## config.mk

```make
export PLATFORM = sky130hd
export DESIGN_NAME = mbank_edge_irq
export DESIGN_NICKNAME = d
export VERILOG_FILES = /design/src/rtl/mbei_pkg.sv /design/src/rtl/lineedge_det.sv /design/src/rtl/irqbank_regs.sv /design/src/rtl/mbank_edge_irq.sv
export SDC_FILE = /design/constraint.sdc
export NUM_CORES = 1
export LEC_CHECK = 0
export ABC_AREA = 1
export BUFFER_PORTS_ARGS = -buffer_cell sky130_fd_sc_hd__buf_2
export CORE_MARGIN = 1
export CORE_UTILIZATION = 27
export DETAILED_ROUTE_END_ITERATION = 10
export PLACE_DENSITY_LB_ADDON = 0.12
export SYNTH_ARGS = -nofsm -noshare
export SYNTH_HDL_FRONTEND = slang
export SYNTH_SLANG_ARGS = --single-unit
```

## constraint.sdc

```tcl
create_clock -name clk -period 7.6 [get_ports clk]
set_input_delay 1.14 -clock clk [delete_from_list [all_inputs] [get_ports clk]]
set_output_delay 1.14 -clock clk [all_outputs]
set_load 0.02 [all_outputs]
```

## src/rtl/mbei_pkg.sv

```systemverilog
package mbei_pkg;

  localparam int unsigned LANES = 32;

  typedef enum logic [2:0] {
    K_NONE, K_IMASK, K_EMASK, K_RISE, K_FALL, K_SWT, K_PEND
  } regkind_e;

  typedef struct packed {
    logic     hit;
    logic [2:0] bank;
    regkind_e kind;
  } regsel_t;

  // Address decode; the layout variant is chosen by the bank count.
  function automatic regsel_t decode_addr(input logic [7:0] a,
                                          input int unsigned nbanks);
    regsel_t s;
    s.hit  = 1'b0;
    s.bank = 3'd0;
    s.kind = K_NONE;
    if (nbanks == 1) begin
      case (a)
        8'h00:   s.kind = K_IMASK;
        8'h04:   s.kind = K_EMASK;
        8'h08:   s.kind = K_RISE;
        8'h0C:   s.kind = K_FALL;
        8'h10:   s.kind = K_SWT;
        8'h14:   s.kind = K_PEND;
        default: s.kind = K_NONE;
      endcase
    end else if (!a[7]) begin
      s.bank = {1'b0, a[6:5]};
      case (a[4:0])
        5'h00:   s.kind = K_RISE;
        5'h04:   s.kind = K_FALL;
        5'h08:   s.kind = K_SWT;
        default: s.kind = K_NONE;
      endcase
    end else begin
      s.bank = a[6:4];
      case (a[3:0])
        4'h0:    s.kind = K_IMASK;
        4'h4:    s.kind = K_EMASK;
        4'h8:    s.kind = K_PEND;
        default: s.kind = K_NONE;
      endcase
    end
    s.hit = (s.kind != K_NONE) && (32'(s.bank) < nbanks);
    return s;
  endfunction

  function automatic logic [LANES-1:0] edge_bits(input logic [LANES-1:0] now,
                                                 input logic [LANES-1:0] prev,
                                                 input logic [LANES-1:0] rise,
                                                 input logic [LANES-1:0] fall);
    return (now & ~prev & rise) | (~now & prev & fall);
  endfunction

endpackage

```

## src/rtl/lineedge_det.sv

```systemverilog
module lineedge_det
  import mbei_pkg::*;
(
  input  logic             clk,
  input  logic             rst_n,
  input  logic [LANES-1:0] lines_i,
  input  logic [LANES-1:0] rise_en_i,
  input  logic [LANES-1:0] fall_en_i,
  output logic [LANES-1:0] edge_o
);

  logic [LANES-1:0] prev_q;

  // History always follows the lines, so a level present at reset release
  // is not seen as an edge.
  always_ff @(posedge clk) prev_q <= lines_i;

  assign edge_o = rst_n ? edge_bits(lines_i, prev_q, rise_en_i, fall_en_i) : '0;

endmodule

```

## src/rtl/irqbank_regs.sv

```systemverilog
module irqbank_regs
  import mbei_pkg::*;
#(
  parameter logic [LANES-1:0] IMPL = '1
) (
  input  logic             clk,
  input  logic             rst_n,
  input  logic [LANES-1:0] lines_i,
  input  logic             we_i,
  input  logic             sel_i,
  input  regkind_e         kind_i,
  input  logic [LANES-1:0] wdata_i,
  output logic [LANES-1:0] rdata_o,
  output logic [LANES-1:0] pend_o,
  output logic [LANES-1:0] imask_o,
  output logic [LANES-1:0] set_o,
  output logic [LANES-1:0] evt_o
);

  logic [LANES-1:0] imask_q, emask_q, rise_q, fall_q, pend_q, evt_q;
  logic [LANES-1:0] edge_v, swt_v, clr_v, set_v, wmask_v;
  logic             wr;

  assign wr      = we_i && sel_i;
  assign wmask_v = wdata_i & IMPL;
  assign swt_v   = (wr && kind_i == K_SWT)  ? wmask_v : '0;
  assign clr_v   = (wr && kind_i == K_PEND) ? wdata_i : '0;
  assign set_v   = (edge_v | swt_v) & IMPL;

  lineedge_det u_edge (
    .clk       (clk),
    .rst_n     (rst_n),
    .lines_i   (lines_i),
    .rise_en_i (rise_q & IMPL),
    .fall_en_i (fall_q & IMPL),
    .edge_o    (edge_v)
  );

  // No reset: software initialises configuration and pending state.
  always_ff @(posedge clk) begin
    if (wr) begin
      case (kind_i)
        K_IMASK: imask_q <= wmask_v;
        K_EMASK: emask_q <= wmask_v;
        K_RISE:  rise_q  <= wmask_v;
        K_FALL:  fall_q  <= wmask_v;
        default: ;
      endcase
    end
    pend_q <= (pend_q & ~clr_v) | set_v;   // set wins over clear
    evt_q  <= set_v & emask_q & IMPL;
  end

  always_comb begin
    case (kind_i)
      K_IMASK: rdata_o = imask_q & IMPL;
      K_EMASK: rdata_o = emask_q & IMPL;
      K_RISE:  rdata_o = rise_q & IMPL;
      K_FALL:  rdata_o = fall_q & IMPL;
      K_PEND:  rdata_o = pend_q & IMPL;
      default: rdata_o = '0;
    endcase
  end

  assign pend_o  = pend_q & IMPL;
  assign imask_o = imask_q & IMPL;
  assign set_o   = set_v;
  assign evt_o   = evt_q;

  // a clear without a simultaneous set leaves the bit at 0
  p_clear_r4: assert property (@(posedge clk) disable iff (!rst_n)
    (|(clr_v & ~set_v)) |=> ((pend_q & $past(clr_v & ~set_v)) == '0));

  // every set bit is pending on the next cycle, even under a clear
  p_set_wins_r5: assert property (@(posedge clk) disable iff (!rst_n)
    (|set_v) |=> ((pend_q & $past(set_v)) == $past(set_v)));

  // a software trigger write makes the implemented bits pending
  p_swt_r6: assert property (@(posedge clk) disable iff (!rst_n)
    (wr && kind_i == K_SWT) |=> ((pend_o & $past(wmask_v)) == $past(wmask_v)));

  // an event pulse only follows a set in the previous cycle
  p_evt_r8: assert property (@(posedge clk) disable iff (!rst_n)
    (|evt_o) |-> ((evt_o & ~$past(set_v)) == '0));

endmodule

```

## src/rtl/mbank_edge_irq.sv

```systemverilog
module mbank_edge_irq
  import mbei_pkg::*;
#(
  parameter int unsigned NUM_BANKS = 3,
  parameter logic [NUM_BANKS*LANES-1:0] IMPL_MASK = 96'h007F_FFFF_FFFF_FFFF_FFFF_FFFF
) (
  input  logic                       clk,
  input  logic                       rst_n,
  input  logic [NUM_BANKS*LANES-1:0] lines_i,
  input  logic                       bus_we_i,
  input  logic [7:0]                 bus_addr_i,
  input  logic [LANES-1:0]           bus_wdata_i,
  output logic [LANES-1:0]           bus_rdata_o,
  output logic                       irq_o,
  output logic [NUM_BANKS*LANES-1:0] evt_o
);

  localparam int unsigned NL = NUM_BANKS * LANES;

  regsel_t           sel;
  logic [NL-1:0]     pend_all, imask_all, set_all, rd_all;

  assign sel = decode_addr(bus_addr_i, NUM_BANKS);

  initial begin
    if (NUM_BANKS < 1 || NUM_BANKS > 4)
      $error("NUM_BANKS must lie between 1 and 4");
  end

  for (genvar b = 0; b < NUM_BANKS; b++) begin : g_bank
    irqbank_regs #(.IMPL(IMPL_MASK[b*LANES +: LANES])) u_bank (
      .clk     (clk),
      .rst_n   (rst_n),
      .lines_i (lines_i[b*LANES +: LANES]),
      .we_i    (bus_we_i),
      .sel_i   (sel.hit && sel.bank == 3'(b)),
      .kind_i  (sel.kind),
      .wdata_i (bus_wdata_i),
      .rdata_o (rd_all[b*LANES +: LANES]),
      .pend_o  (pend_all[b*LANES +: LANES]),
      .imask_o (imask_all[b*LANES +: LANES]),
      .set_o   (set_all[b*LANES +: LANES]),
      .evt_o   (evt_o[b*LANES +: LANES])
    );
  end

  always_comb begin
    bus_rdata_o = '0;
    for (int b = 0; b < int'(NUM_BANKS); b++)
      if (sel.hit && sel.bank == 3'(b)) bus_rdata_o = rd_all[b*LANES +: LANES];
  end

  assign irq_o = |(pend_all & imask_all);

  // the request can only rise after a bus write or a new pending set
  p_irq_rise_r7: assert property (@(posedge clk) disable iff (!rst_n)
    $rose(irq_o) |-> $past(bus_we_i || (|set_all)));

  // unmapped addresses read as zero
  p_unmapped_r11: assert property (@(posedge clk) disable iff (!rst_n)
    !sel.hit |-> (bus_rdata_o == '0));

endmodule

```

==> flow_metrics.tcl <==
set metrics [dict create \
    wire_per_inst_um 23.4 \
    tightest_slew_ns 1.17 \
    nets 2944 \
    area_delta_synth_final_pct 19.2 \
    max_freq_ghz 0.187 \
    cts_buffers 75 \
    finalHoldViolCount 0 \
    seq_area_frac_synth_pct 62.1 \
    whs_path_depth 2 \
    holdBufCountCts 0 \
    netSwitchingPower_mw 1.70 \
    io_buffer_count 249 \
    reg2reg_slack_ns 6.32 \
    hold_end "g_bank[2].u_bank.pend_q[17]" \
    startpoint_type "primary input" \
    dp_hpwl_um 61000 \
    cts_tree "built" \
    ys_dominant_reg_cell "edfxtp_1" \
    cts_max_level 3 \
    post-route-min-period_ns 5.36 \
    drt-met1-wl_um 41600 \
    status "finished clean" \
    finalWorstSetupSlack_ns 2.24 \
    multi_input_area_mm2 0.00789 \
    met3_length_um 5710 \
    pwr-share-clk_pct 46.7 \
    path_cells "buf_2, nor2_1, inv_1, o21ai_2, inv_2, nor2_4, buf_4, nand2_1, nand4_1, nand2_1, nand3_1, buf_2" \
    synth-warning-count 0 \
    drtIter0Drc 1435 \
    p_total_mw 7.31 \
    ir_worst_vdd_mv 0.142 \
    critPathMaxStageDelay_ns 0.79 \
    p_sw_share_pct 23.3 \
    grt_max_degree 70 \
    fp.dieW_um 308 \
    synth_cell_type_count 37 \
    slew_viol_final 0 \
    wl_met2_um 45500 \
    cts.clk_slew.worst_paths_ns 0.06 \
    tns_ns 0 \
    power.density_mw_per_mm2 243 \
    cts_root_buf "clkbuf_16" \
    seq_power_share_pct 48.4 \
    vias 19828 \
    synth_area_leader_cell "edfxtp_1" \
    gp_congestion 0.785 \
    post-route-period-util_pct 70.5 \
    regToRegEndpoint "g_bank[2].u_bank.evt_o[7]" \
    grt_overflow_total 0 \
    hold_path_class "reg2reg" \
    skew_ns 0.0207 \
    io_pins 268 \
    viasPerCell 4.82 \
    layout_commonest_cell "nand2_1" \
    setup_viol_count_final 0 \
    regToRegStartpoint "g_bank[2].u_bank.rise_q[7]" \
    synth_cells 2568 \
    min_from "g_bank[2].u_bank.pend_q[17]" \
    grt_pass1_wl_um 138000 \
    wirelength_um 96200 \
    start_util_pct 27.4 \
    critPathRequiredTime_ns 6.46 \
    clock_latency_ns 0.61 \
    synth.ff_latch_count 609 \
    worstPathArrival_ns 4.22 \
    num_rows 111 \
    antenna_found_initial 19 \
    cts_setup_buffers 0 \
    internal-power_mw 5.61 \
    cts.sinks 609 \
    worst-path-buf-inv 5 \
    critical_path.max_fanout 24 \
    slowest_stage "nor2_4" \
    rsz0062_at_grt "false" \
    hold_slack_ns 0.471 \
    yosys-top-cells-area "edfxtp_1 41%, dfxtp_1 21%, nand2_1 9.8%, nand4_1 5.9%, inv_1 2.8%" \
    p_comb_share_pct 4.9 \
    synth.cell_area_mm2 0.0252 \
    ctsResizeCount 0 \
    grt_pass1_vias 19741 \
    track_usage_pct 20.1 \
    synth_edf_count 348 \
    setup.worst_path.class "in2out" \
    critPathTopFamily "simple AND/OR/NAND/NOR gates" \
    synth_area_per_cell_um2 9.83 \
    fp.dieH_um 308 \
    drive_gt1_share_pct 20.2 \
    nFillCells 9375 \
    ff2ff_path_depth 6 \
    drc 0 \
    regArea_mm2 0.0157 \
    async_reset_ff_share_pct 0 \
    worstSetupEndpointType "output pin" \
    clock_path_buffers 3 \
    relSlewSlack_pct 21.6 \
    final_cell_mix "662 x nand2_1, 348 x edfxtp_1, 261 x dfxtp_1" \
    maxCapViolCount 0 \
    first_pass_iters 5 \
    die_area_mm2 0.0947 \
    power.leakage_nw 12.3 \
    synth_top_area_share_pct 41.4 \
    top_layer "met5" \
    pre_cts_slack_ns 2.23 \
    core_mm2 0.0921 \
    antenna_left 0 \
]
-- worst max path at each step --
stage                   from                     endpoint  slack [ns]  cells past startpoint
2_1_floorplan  bus_addr_i[7]  g_bank[0].u_bank.emask_q[0]        3.65                      9
3_3_place_gp   bus_addr_i[1]              bus_rdata_o[17]        2.16                     12
3_5_place_dp   bus_addr_i[3]              bus_rdata_o[21]        2.23                     13
4_1_cts        bus_addr_i[3]              bus_rdata_o[17]        2.22                     13
5_1_grt        bus_addr_i[7]              bus_rdata_o[17]        2.05                     12
6_report       bus_addr_i[7]              bus_rdata_o[21]        2.24                     12
-- cell families after synthesis --
group,Yosys count,synth area share (%)
AOI/OAI and AO/OA,320,7.35
other,1,0.0149
DFF,609,62.1
buffers and inverters,413,7.15
and+or+nand+nor,1225,23.4
-- metrics by stage --
step	area [um2]	cells	utilization, %
floorplan	25300	2576	-
finish	30100	4112	32.7
global route	30100	4110	32.7
detailed placement	27700	3971	30.1
CTS	30100	4109	32.7
global placement	27700	3971	30.1
-- layout make-up --
cell class	instances	area share (%)
sequential	609	52.1
multi-input combinational	1554	26.2
clock buffer	112	7.25
timing repair buffer	283	5.20
tap	1243	5.17
inverter	282	3.54
clock inverter	26	0.474
antenna	3	0.0250
-- routing by layer --
metal / vias to the layer above / GRT usage, %
met2: 672 / 33.4
met5: - / 0
li1: 9315 / -
met4: 22 / 7.66
met1: 9641 / 25.8
met3: 178 / 3.71
-- synthesized netlist by cell type, types with 48 or more instances --
library cell	instances
a21oi_1	112
a22oi_1	48
dfxtp_1	261
edfxtp_1	348
inv_1	189
inv_2	93
nand2_1	662
nand3_1	79
nand3b_1	85
nand4_1	238
nor2_1	80
nor2_2	65
o21ai_0	119
-- power by group through the flow --
stage | Sequential (mW) | Clock (mW) | Combinational [mW]
6_report | 3.54 | 3.41 | 0.360
4_1_cts | 3.53 | 3.51 | 0.364
3_3_place_gp | 3.60 | 0 | 0.358
2_1_floorplan | 3.62 | 0 | 0.172
3_5_place_dp | 3.60 | 0 | 0.362
5_1_grt | 3.54 | 3.63 | 0.393
-- state kept, by name, summed over array words and instances, names as in the netlist --
name / flops
g_bank.u_bank.u_edge.prev_q: 87
g_bank.u_bank.imask_o: 64
g_bank.u_bank.imask_q: 23
g_bank.u_bank.emask_q: 87
g_bank.u_bank.rise_q: 87
g_bank.u_bank.pend_q: 23
g_bank.u_bank.evt_o: 87
g_bank.u_bank.pend_o: 64
g_bank.u_bank.fall_q: 87
-- worst reg2reg max path, stage by stage (launching register included) --
cell,delay [ns]
edfxtp_1,0.35
inv_1,0.04
o21ai_0,0.13
nand3b_1,0.09
nand2_1,0.12
inv_2,0.04
nor2_1,0.35
Power figures use the tool's default switching activity.
